<file path="src/rtl/vidSigPkg.sv">
package vidSigPkg;

  // Strobes from the control module to the datapath for one video clock.
  typedef struct packed {
    logic accumEn;    // fold the current pixel into the signature
    logic clearSig;   // zero the signature (frame start)
    logic captureRd;  // copy the signature into the readback register
    logic showSig;    // blanking output takes the signature, not the default
    logic selHigh;    // pick the upper signature half
  } sigStrobes_t;

endpackage

</file>
<file path="src/rtl/vidSigCtrl.sv">
module vidSigCtrl
  import vidSigPkg::*;
(
  input  logic        clk,
  input  logic        rst,
  input  logic        blank,
  input  logic        hsync,
  input  logic        vsync,
  input  logic        testMode,
  input  logic        sigOutEn,
  output sigStrobes_t strobes
);

  // Previous vsync sample; tracks the pin even through reset so that an
  // edge seen right after reset is a real edge on the pin.
  logic vsyncQ;

  always_ff @(posedge clk) begin
    vsyncQ <= vsync;
  end

  logic vsyncFall;
  logic vsyncRise;

  always_comb begin
    vsyncFall = vsyncQ & ~vsync;
    vsyncRise = ~vsyncQ & vsync;
  end

  always_comb begin
    strobes           = '0;
    strobes.clearSig  = vsyncFall & ~rst;
    strobes.accumEn   = ~blank & ~vsyncFall & ~rst;
    strobes.captureRd = vsyncRise & ~rst;
    strobes.showSig   = testMode & sigOutEn;
    strobes.selHigh   = hsync;
  end

endmodule

</file>
<file path="src/rtl/vidSigDatapath.sv">
module vidSigDatapath
  import vidSigPkg::*;
#(
  parameter int          DATA_W = 8,
  parameter int          SIG_W  = 16,
  parameter logic [15:0] TAPS   = 16'hB400
) (
  input  logic              clk,
  input  logic              rst,
  input  sigStrobes_t       strobes,
  input  logic              blank,
  input  logic [DATA_W-1:0] vidIn,
  input  logic [DATA_W-1:0] defaultVideo,
  output logic [DATA_W-1:0] vidOut,
  output logic [SIG_W-1:0]  sigRead,
  output logic [SIG_W-1:0]  sigValue
);

  localparam int HALF_W = SIG_W / 2;

  logic [SIG_W-1:0] sigQ;
  logic [SIG_W-1:0] tapMask;
  logic             feedback;
  logic [SIG_W-1:0] sigNext;

  // Tap mask built bit by bit from the parameter.
  for (genvar i = 0; i < SIG_W; i++) begin : g_taps
    assign tapMask[i] = (i < 16) ? TAPS[i % 16] : 1'b0;
  end

  always_comb begin
    feedback = ^(sigQ & tapMask);
    sigNext  = {sigQ[SIG_W-2:0], feedback} ^ SIG_W'(vidIn);
  end

  always_ff @(posedge clk) begin
    if (rst) begin
      sigQ <= '0;
    end else if (strobes.clearSig) begin
      sigQ <= '0;
    end else if (strobes.accumEn) begin
      sigQ <= sigNext;
    end
  end

  always_ff @(posedge clk) begin
    if (rst) begin
      sigRead <= '0;
    end else if (strobes.captureRd) begin
      sigRead <= sigQ;
    end
  end

  // Blanking-time source selection.
  logic [HALF_W-1:0] sigHalf;
  logic [DATA_W-1:0] blankByte;
  logic [DATA_W-1:0] outNext;

  always_comb begin
    sigHalf   = strobes.selHigh ? sigQ[SIG_W-1:HALF_W] : sigQ[HALF_W-1:0];
    blankByte = strobes.showSig ? DATA_W'(sigHalf) : defaultVideo;
    outNext   = blank ? blankByte : vidIn;
  end

  always_ff @(posedge clk) begin
    if (rst) begin
      vidOut <= '0;
    end else begin
      vidOut <= outNext;
    end
  end

  assign sigValue = sigQ;

endmodule

</file>
<file path="src/rtl/vidSigAnalyzer.sv">
module vidSigAnalyzer
  import vidSigPkg::*;
#(
  parameter int          DATA_W = 8,
  parameter int          SIG_W  = 16,
  parameter logic [15:0] TAPS   = 16'hB400
) (
  input  logic              clk,
  input  logic              rst,
  input  logic [DATA_W-1:0] vidIn,
  input  logic              blank,
  input  logic              hsync,
  input  logic              vsync,
  input  logic              testMode,
  input  logic              sigOutEn,
  input  logic [DATA_W-1:0] defaultVideo,
  output logic [DATA_W-1:0] vidOut,
  output logic [SIG_W-1:0]  sigRead
);

  sigStrobes_t      strobes;
  logic [SIG_W-1:0] sigValue;

  vidSigCtrl u_ctrl (
    .clk      (clk),
    .rst      (rst),
    .blank    (blank),
    .hsync    (hsync),
    .vsync    (vsync),
    .testMode (testMode),
    .sigOutEn (sigOutEn),
    .strobes  (strobes)
  );

  vidSigDatapath #(
    .DATA_W (DATA_W),
    .SIG_W  (SIG_W),
    .TAPS   (TAPS)
  ) u_dp (
    .clk          (clk),
    .rst          (rst),
    .strobes      (strobes),
    .blank        (blank),
    .vidIn        (vidIn),
    .defaultVideo (defaultVideo),
    .vidOut       (vidOut),
    .sigRead      (sigRead),
    .sigValue     (sigValue)
  );

endmodule

</file>
<file path="config.mk">
export PLATFORM = sky130hd
export DESIGN_NAME = vidSigAnalyzer
export DESIGN_NICKNAME = d
export VERILOG_FILES = /design/src/rtl/vidSigPkg.sv /design/src/rtl/vidSigCtrl.sv /design/src/rtl/vidSigDatapath.sv /design/src/rtl/vidSigAnalyzer.sv
export SDC_FILE = /design/constraint.sdc
export NUM_CORES = 1
export LEC_CHECK = 0
export ABC_CLOCK_PERIOD_IN_PS = 1380
export BUFFER_PORTS_ARGS = -buffer_cell sky130_fd_sc_hd__buf_4
export CORE_ASPECT_RATIO = 1.2
export CORE_MARGIN = 4
export CORE_UTILIZATION = 40
export DETAILED_ROUTE_END_ITERATION = 8
export HOLD_SLACK_MARGIN = 0.12
export PLACE_DENSITY = 0.7
export SYNTH_ARGS = -nofsm -noshare
export SYNTH_HDL_FRONTEND = slang
export SYNTH_SLANG_ARGS = --single-unit
</file>
<file path="constraint.sdc">
create_clock -name clk -period 1.38 [get_ports clk]
set_input_delay 0.207 -clock clk [delete_from_list [all_inputs] [get_ports clk]]
set_output_delay 0.207 -clock clk [all_outputs]
set_load 0.03 [all_outputs]
</file>
==> qor.csv, run 1 <==
stage,metric,value,unit
global_routing,maximum_number_of_pins_on_one_net_before_global_route_repair,40,
power,power.net_switching,0.000583,W
outcome,run_status,"finished, final reports clean",
placement,place_inst,285,
yosys,ys_seq_elements,41,
floorplan,rows,25,
clock_network,cts_setup_buffers,0,
power,clock_power_share,0.389,
clock_network,cts_sinks,41,
clock_network,clock_latency,290,ps
clock_network,cts_made_buffers,5,
timing,hold_viol,0,
timing,rsz0062_at_grt,no,
yosys,syn_avg_cell_area,8.80,um2
min_path,min-delay-start,vidIn[5],
worst_setup_path,rrSetupSlack,120,ps
yosys,syn_nets,219,
timing,drv_slew,0,
route,route.final.wire_length,3.54,mm
yosys,synthesis.instances,196,
route,ant_nets,0,
timing,relSlewSlack,0.689,
cells_and_area,fill_cells,373,
floorplan,dieArea,5430,um2
cells_and_area,most_frequent_cells_in_the_layout,"sky130_fd_sc_hd__buf_4, sky130_fd_sc_hd__dfxtp_1, sky130_fd_sc_hd__nand2_1, sky130_fd_sc_hd__nand2b_1, sky130_fd_sc_hd__nor2_1",
worst_setup_path,cp.required,1560,ps
min_path,min_delay_worst_endpoint,u_dp.vidOut[5]$_SDFF_PP0_,
clock_network,root_buffer,sky130_fd_sc_hd__clkbuf_8,
power,power_per_cell_area,1130,nW/um2
worst_setup_path,timing.critical_path.from_type,register,
global_routing,grt_overflow,0,
route,detail_route.vias_per_cell,4.72,
power,share_comb_of_total_power,0.121,
cells_and_area,final_nets,262,
power,power.sequential.fraction,0.490,
cells_and_area,finalNonFillerCells,294,
clock_network,cts_tree,yes,
yosys,seq_total_area_yosys,0.476,
timing,setup_viol_count_final,0,
global_routing,grt_first_pass_wirelength,5.55,mm
floorplan,die_height,79.9,um
route,drc,0,
yosys,synthDominantAreaCellType,sky130_fd_sc_hd__dfxtp_1,
route,route.vias.total,1387,
placement,place_ws,85.9,ps
clock_network,clockBufferDepth,2,
timing,final.setup_skew,6.99,ps
timing,tightest_slew,466,ps
floorplan,top_level_ports,47,
yosys,number_of_distinct_standard_cells_referenced_by_the_synthesized_netlist,18,
global_routing,groute.usage.overall,0.134,
run,drv.max_cap_violation_count,0,
power,max-vdd-ir-drop,0.000578,V
clock_network,htree_num_levels,2,
min_path,worst_hold_depth,3,
placement,post-dp-hpwl,2.51,mm
clock_network,clkTransAtPathRegs,80,ps
worst_setup_path,critPathKind,register to register,
timing,final.setup.worst_slack,125,ps
global_routing,grt_antenna_before_repair,0,
power,p_leak,0.938,nW
cells_and_area,share_of_post_route_cells_with_drive_strength_above_1,0.242,
timing,max_clock_freq,0.797,GHz
worst_setup_path,crit-reg2reg-launch,u_dp.sigValue[12]$_SDFFE_PP0P_,
worst_setup_path,timing.critical_path.fanout_max,5,
worst_setup_path,r2r_end,u_dp.sigValue[0]$_SDFFE_PP0P_,
yosys,netlist.area_leader.share,0.476,
timing,min_period_over_period,0.910,
timing,final.min_clock_period,1260,ps
placement,port_buffers,46,
global_routing,grt_pass1_vias,1220,
timing,tns,0,ps
worst_setup_path,endpoint_kind,register,
yosys,total_standard_cell_area_after_synthesis,1720,um2
power,power.share.switching,0.230,
worst_setup_path,worst_reg2reg_path_depth,4,
cells_and_area,layout.cells.most_common,sky130_fd_sc_hd__buf_4,
power,internal-power,0.00196,W
floorplan,initial_core_util,0.427,
min_path,hold_class,primary input to register,
yosys,synth_top_cells_by_area,"sky130_fd_sc_hd__dfxtp_1, sky130_fd_sc_hd__mux2i_1, sky130_fd_sc_hd__nand2b_1, sky130_fd_sc_hd__nand2_1, sky130_fd_sc_hd__nor2_1",
floorplan,core_area,4040,um2
cells_and_area,area_overhead_vs_synth,29.8,%
floorplan,die_width,67.9,um
route,drt_wl_cell,12.0,um
route,firstDrtPassIters,4,
yosys,ys_warn_count,0,
cells_and_area,diodes,0,
worst_setup_path,cp_data_arrival_time,1440,ps
placement,gp_congestion,0.803,
route,drt_first_iter_violations,101,
synthesized netlist by cell type:
library cell	instances
sky130_fd_sc_hd__o21ai_0	14
sky130_fd_sc_hd__and2_1	1
sky130_fd_sc_hd__dfxtp_1	41
sky130_fd_sc_hd__xor2_1	1
sky130_fd_sc_hd__xnor2_1	8
sky130_fd_sc_hd__nor2_1	23
sky130_fd_sc_hd__xnor3_1	1
sky130_fd_sc_hd__o21ai_1	2
sky130_fd_sc_hd__mux2i_1	17
sky130_fd_sc_hd__nand2_1	24
sky130_fd_sc_hd__nor3_2	1
sky130_fd_sc_hd__inv_1	1
sky130_fd_sc_hd__buf_2	8
sky130_fd_sc_hd__a21o_1	1
sky130_fd_sc_hd__o211ai_1	8
sky130_fd_sc_hd__clkbuf_1	6
sky130_fd_sc_hd__nand2b_1	24
sky130_fd_sc_hd__a21oi_1	15
sequential cells by signal (all words and copies together) (netlist names):
name / cells
u_dp.sigValue: 16
u_ctrl.vsyncQ: 1
u_dp.sigRead: 16
u_dp.vidOut: 8
stage by stage:
stage | util | total power, W | area [um2] | hold slack [ps]
global route | 0.554 | 0.00263 | 2240 | 187
detailed placement | 0.523 | 0.00158 | 2110 | 322
CTS | 0.554 | 0.00257 | 2240 | 185
finish | 0.554 | 0.00254 | 2240 | 194
floorplan | - | 0.00146 | 1720 | 235
global placement | 0.523 | 0.00158 | 2110 | 322
how the worst max path moves through the flow:
stage	endpoint	slack (ps)	startpoint
6_report	u_dp.sigValue[0]$_SDFFE_PP0P_	120	u_dp.sigValue[12]$_SDFFE_PP0P_
5_1_grt	u_dp.sigValue[0]$_SDFFE_PP0P_	0.7	u_dp.sigValue[12]$_SDFFE_PP0P_
4_1_cts	u_dp.sigValue[0]$_SDFFE_PP0P_	70	u_dp.sigValue[10]$_SDFFE_PP0P_
3_5_place_dp	u_dp.sigValue[0]$_SDFFE_PP0P_	90	u_dp.sigValue[10]$_SDFFE_PP0P_
3_3_place_gp	u_dp.sigValue[0]$_SDFFE_PP0P_	190	u_dp.sigValue[10]$_SDFFE_PP0P_
2_1_floorplan	u_dp.sigValue[0]$_SDFFE_PP0P_	220	u_dp.sigValue[10]$_SDFFE_PP0P_
kinds of logic after synthesis:
logic type             count (synthesis)  synth area share
buffers and inverters                 15            0.0385
flip-flops                            41             0.476
AND/OR/NAND/NOR                       73             0.199
AO/OA/AOI/OAI                         40             0.129
XOR/XNOR                              10            0.0588
multiplexers                          17            0.0987
layer usage:
| metal | routed length [um] | track usage |
|---|---|---|
| met3 | 264 | 0.0380 |
| met4 | 62 | 0.0596 |
| met2 | 1500 | 0.194 |
| met5 | 0 | 0 |
| met1 | 1710 | 0.183 |
final cells by class:
cell class | instances | area [um2] | share of cell area
inverter | 1 | 3.75 | 0.00168
clock inverter | 1 | 30.0 | 0.0134
tap | 54 | 67.6 | 0.0302
multi-input combinational | 140 | 837 | 0.374
clock buffer | 7 | 86.3 | 0.0386
timing repair buffer | 50 | 390 | 0.174
sequential | 41 | 822 | 0.367
critical path, cell delays in order (launching register included):
cell                      delay (ps)
sky130_fd_sc_hd__dfxtp_1         440
sky130_fd_sc_hd__xnor3_1         360
sky130_fd_sc_hd__xnor2_1         140
sky130_fd_sc_hd__mux2i_1         150
sky130_fd_sc_hd__nor2_1           50
power groups by stage:
stage / logic (W) / clock network, W / registers (W)
after floorplan: 0.000152 / 0 / 0.00131
after global placement: 0.000305 / 0 / 0.00127
after detailed placement: 0.000306 / 0 / 0.00127
after CTS: 0.000310 / 0.00101 / 0.00124
after global routing: 0.000336 / 0.00105 / 0.00125
final: 0.000307 / 0.000988 / 0.00124
repair_timing:
| action | in CTS | in global routing |
|---|---|---|
| hold buffers | 1 | 0 |
| setup endpoints to repair | 0 | 1 |
| gates resized for setup | 0 | 1 |
| hold endpoints to repair | 1 | 0 |
No activity file was read; power rests on OpenSTA's default activity.
==> run 2: changes to the inputs <==
Settings changed: CELL_PAD_IN_SITES_DETAIL_PLACEMENT set to 0, CELL_PAD_IN_SITES_GLOBAL_PLACEMENT set to 1, CORE_UTILIZATION 40 to 38, PLACE_DENSITY 0.7 to 0.84.
==> run 2 against run 1 <==
First-iteration DRC count decreased by 40%; critical endpoint is now u_dp.sigRead[6]$_SDFFE_PP0P_; clock power down 14%; register-to-register slack got worse by 20 ps; largest power group unchanged; largest cell class unchanged; power shrank 5.4%.
==> qor.csv, run 2 (synthesis results as in run 1) <==
stage,metric,value,unit,change
placement,port_buffers,46,,unchanged
route,route.vias.total,1345,,was 1387
worst_setup_path,timing.critical_path.from_type,primary input,,was register
global_routing,grt_overflow,0,,unchanged
floorplan,die_height,81.8,um,was 79.9 um
clock_network,cts_setup_buffers,0,,unchanged
cells_and_area,most_frequent_cells_in_the_layout,"sky130_fd_sc_hd__buf_4, sky130_fd_sc_hd__dfxtp_1, sky130_fd_sc_hd__nand2_1, sky130_fd_sc_hd__nand2b_1, sky130_fd_sc_hd__nor2_1",,unchanged
min_path,min_delay_worst_endpoint,u_dp.vidOut[6]$_SDFF_PP0_,,was u_dp.vidOut[5]$_SDFF_PP0_
clock_network,clockBufferDepth,2,,unchanged
timing,final.min_clock_period,1280,ps,was 1260 ps
timing,min_period_over_period,0.927,,was 0.910
timing,setup_viol_count_final,0,,unchanged
min_path,worst_hold_depth,3,,unchanged
worst_setup_path,cp_data_arrival_time,1490,ps,was 1440 ps
timing,drv_slew,0,,unchanged
floorplan,top_level_ports,47,,unchanged
worst_setup_path,rrSetupSlack,100,ps,was 120 ps
timing,rsz0062_at_grt,no,,unchanged
route,firstDrtPassIters,4,,unchanged
timing,relSlewSlack,0.734,,was 0.689
global_routing,maximum_number_of_pins_on_one_net_before_global_route_repair,40,,unchanged
floorplan,dieArea,5680,um2,was 5430 um2
timing,tns,0,ps,unchanged
route,detail_route.vias_per_cell,4.53,,was 4.72
floorplan,initial_core_util,0.398,,was 0.427
power,design_power_total,0.00240,W,was 0.00254 W
clock_network,clock_latency,290,ps,about the same
clock_network,root_buffer,sky130_fd_sc_hd__clkbuf_8,,unchanged
outcome,run_status,"finished, final reports clean",,unchanged
clock_network,cts_made_buffers,5,,unchanged
min_path,hold_class,primary input to register,,unchanged
global_routing,grt_pass1_vias,1266,,was 1220
timing,tightest_slew,400,ps,was 466 ps
cells_and_area,area_overhead_vs_synth,29.4,%,was 29.8%
timing,hold_viol,0,,unchanged
clock_network,cts_sinks,41,,unchanged
worst_setup_path,cp.required,1590,ps,was 1560 ps
floorplan,die_width,69.5,um,was 67.9 um
clock_network,cts_tree,yes,,unchanged
clock_network,htree_num_levels,2,,unchanged
clock_network,clkTransAtPathRegs,80,ps,about the same
power,p_leak,0.938,nW,about the same
min_path,min-delay-start,vidIn[6],,was vidIn[5]
worst_setup_path,worst_reg2reg_path_depth,4,,unchanged
worst_setup_path,crit-reg2reg-launch,u_dp.sigValue[10]$_SDFFE_PP0P_,,was u_dp.sigValue[12]$_SDFFE_PP0P_
floorplan,rows,26,,was 25
route,drt_wl_cell,12.1,um,was 12.0 um
worst_setup_path,r2r_end,u_dp.sigValue[0]$_SDFFE_PP0P_,,unchanged
clock_network,total_of_cells_resized_after_clock_tree_synthesis,0,,unchanged
cells_and_area,layout.cells.most_common,sky130_fd_sc_hd__buf_4,,unchanged
cells_and_area,diodes,0,,unchanged
timing,max_clock_freq,0.782,GHz,was 0.797 GHz
timing,fin_worst_hold_slack,190,ps,was 194 ps
worst_setup_path,critPathKind,primary input to register,,was register to register
power,max-vdd-ir-drop,0.000644,V,was 0.000578 V
timing,final.setup_skew,8.71,ps,was 6.99 ps
worst_setup_path,timing.critical_path.fanout_max,26,,was 5
run,drv.max_cap_violation_count,0,,unchanged
route,drc,0,,unchanged
global_routing,groute.usage.overall,0.131,,was 0.134
route,ant_nets,0,,unchanged
cells_and_area,share_of_post_route_cells_with_drive_strength_above_1,0.245,,was 0.242
route,route.final.wire_length,3.60,mm,was 3.54 mm
power,power_per_cell_area,1080,nW/um2,was 1130 nW/um2
global_routing,grt_antenna_before_repair,0,,unchanged
route,drt_first_iter_violations,61,,was 101
placement,post-dp-hpwl,2.53,mm,was 2.51 mm
worst_setup_path,endpoint_kind,register,,unchanged
floorplan,core_area,4330,um2,was 4040 um2
global_routing,grt_first_pass_wirelength,5.98,mm,was 5.55 mm
cells_and_area,final_nets,263,,was 262
placement,gp_congestion,0.777,,was 0.803
run 2: layer usage:
layer	vias to the layer above	wire, um	global-route usage
met2	33	1600	0.202
met1	580	1780	0.173
met5	-	0	0
met4	0	11	0.0469
li1	730	-	-
met3	2	215	0.0404
run 2: worst max path at each step:
stage	end	slack, ps	startpoint	depth (start not counted)
2_1_floorplan	u_dp.sigValue[0]$_SDFFE_PP0P_	220	u_dp.sigValue[10]$_SDFFE_PP0P_	4
3_3_place_gp	u_dp.sigValue[0]$_SDFFE_PP0P_	190	u_dp.sigValue[10]$_SDFFE_PP0P_	4
3_5_place_dp	u_dp.sigValue[0]$_SDFFE_PP0P_	110	u_dp.sigValue[10]$_SDFFE_PP0P_	4
4_1_cts	u_dp.sigValue[0]$_SDFFE_PP0P_	80	u_dp.sigValue[10]$_SDFFE_PP0P_	4
5_1_grt	u_dp.sigRead[6]$_SDFFE_PP0P_	10	vsync	7
6_report	u_dp.sigRead[6]$_SDFFE_PP0P_	100	vsync	7
run 2: critical path: stages:
cell and delay, ps:
sky130_fd_sc_hd__dlygate4sd3_1 530, sky130_fd_sc_hd__buf_4 100, sky130_fd_sc_hd__inv_1 50, sky130_fd_sc_hd__nor3_2 250, sky130_fd_sc_hd__buf_12 190, sky130_fd_sc_hd__nand2_1 70
sky130_fd_sc_hd__o21ai_0 80
run 2: stage by stage:
stage / std cells / instance area (um2) / util / worst slack, ps
detailed placement: 288 / 2120 / 0.490 / 109
global placement: 288 / 2120 / 0.490 / 187
global route: 297 / 2230 / 0.516 / 13.2
CTS: 297 / 2230 / 0.516 / 83.7
finish: 297 / 2230 / 0.516 / 101
floorplan: 196 / 1720 / - / 223
run 2: cell type report:
type,instances,area (um2)
clock inverters,1,5.00
clock buffers,7,96.3
fillers,441,2100
repair buffers,51,398
inverters,1,3.75
well taps,56,70.1
flip-flops and latches,41,821
multi-input cells,140,837
run 2: where the power goes:
| group | leakage (nW) | internal [W] | switching, W |
|---|---|---|---|
| combinational | 0.550 | 0.000148 | 0.000161 |
| clock | 0.0542 | 0.000452 | 0.000395 |
| sequential | 0.334 | 0.00122 | 0.0000248 |
| total | 0.938 | 0.00182 | 0.000581 |
run 2: what timing repair did:
item | in CTS | in global routing
endpoints found under the hold margin | 1 | 0
endpoints found under the setup margin | 0 | 0
hold buffers | 1 | 0
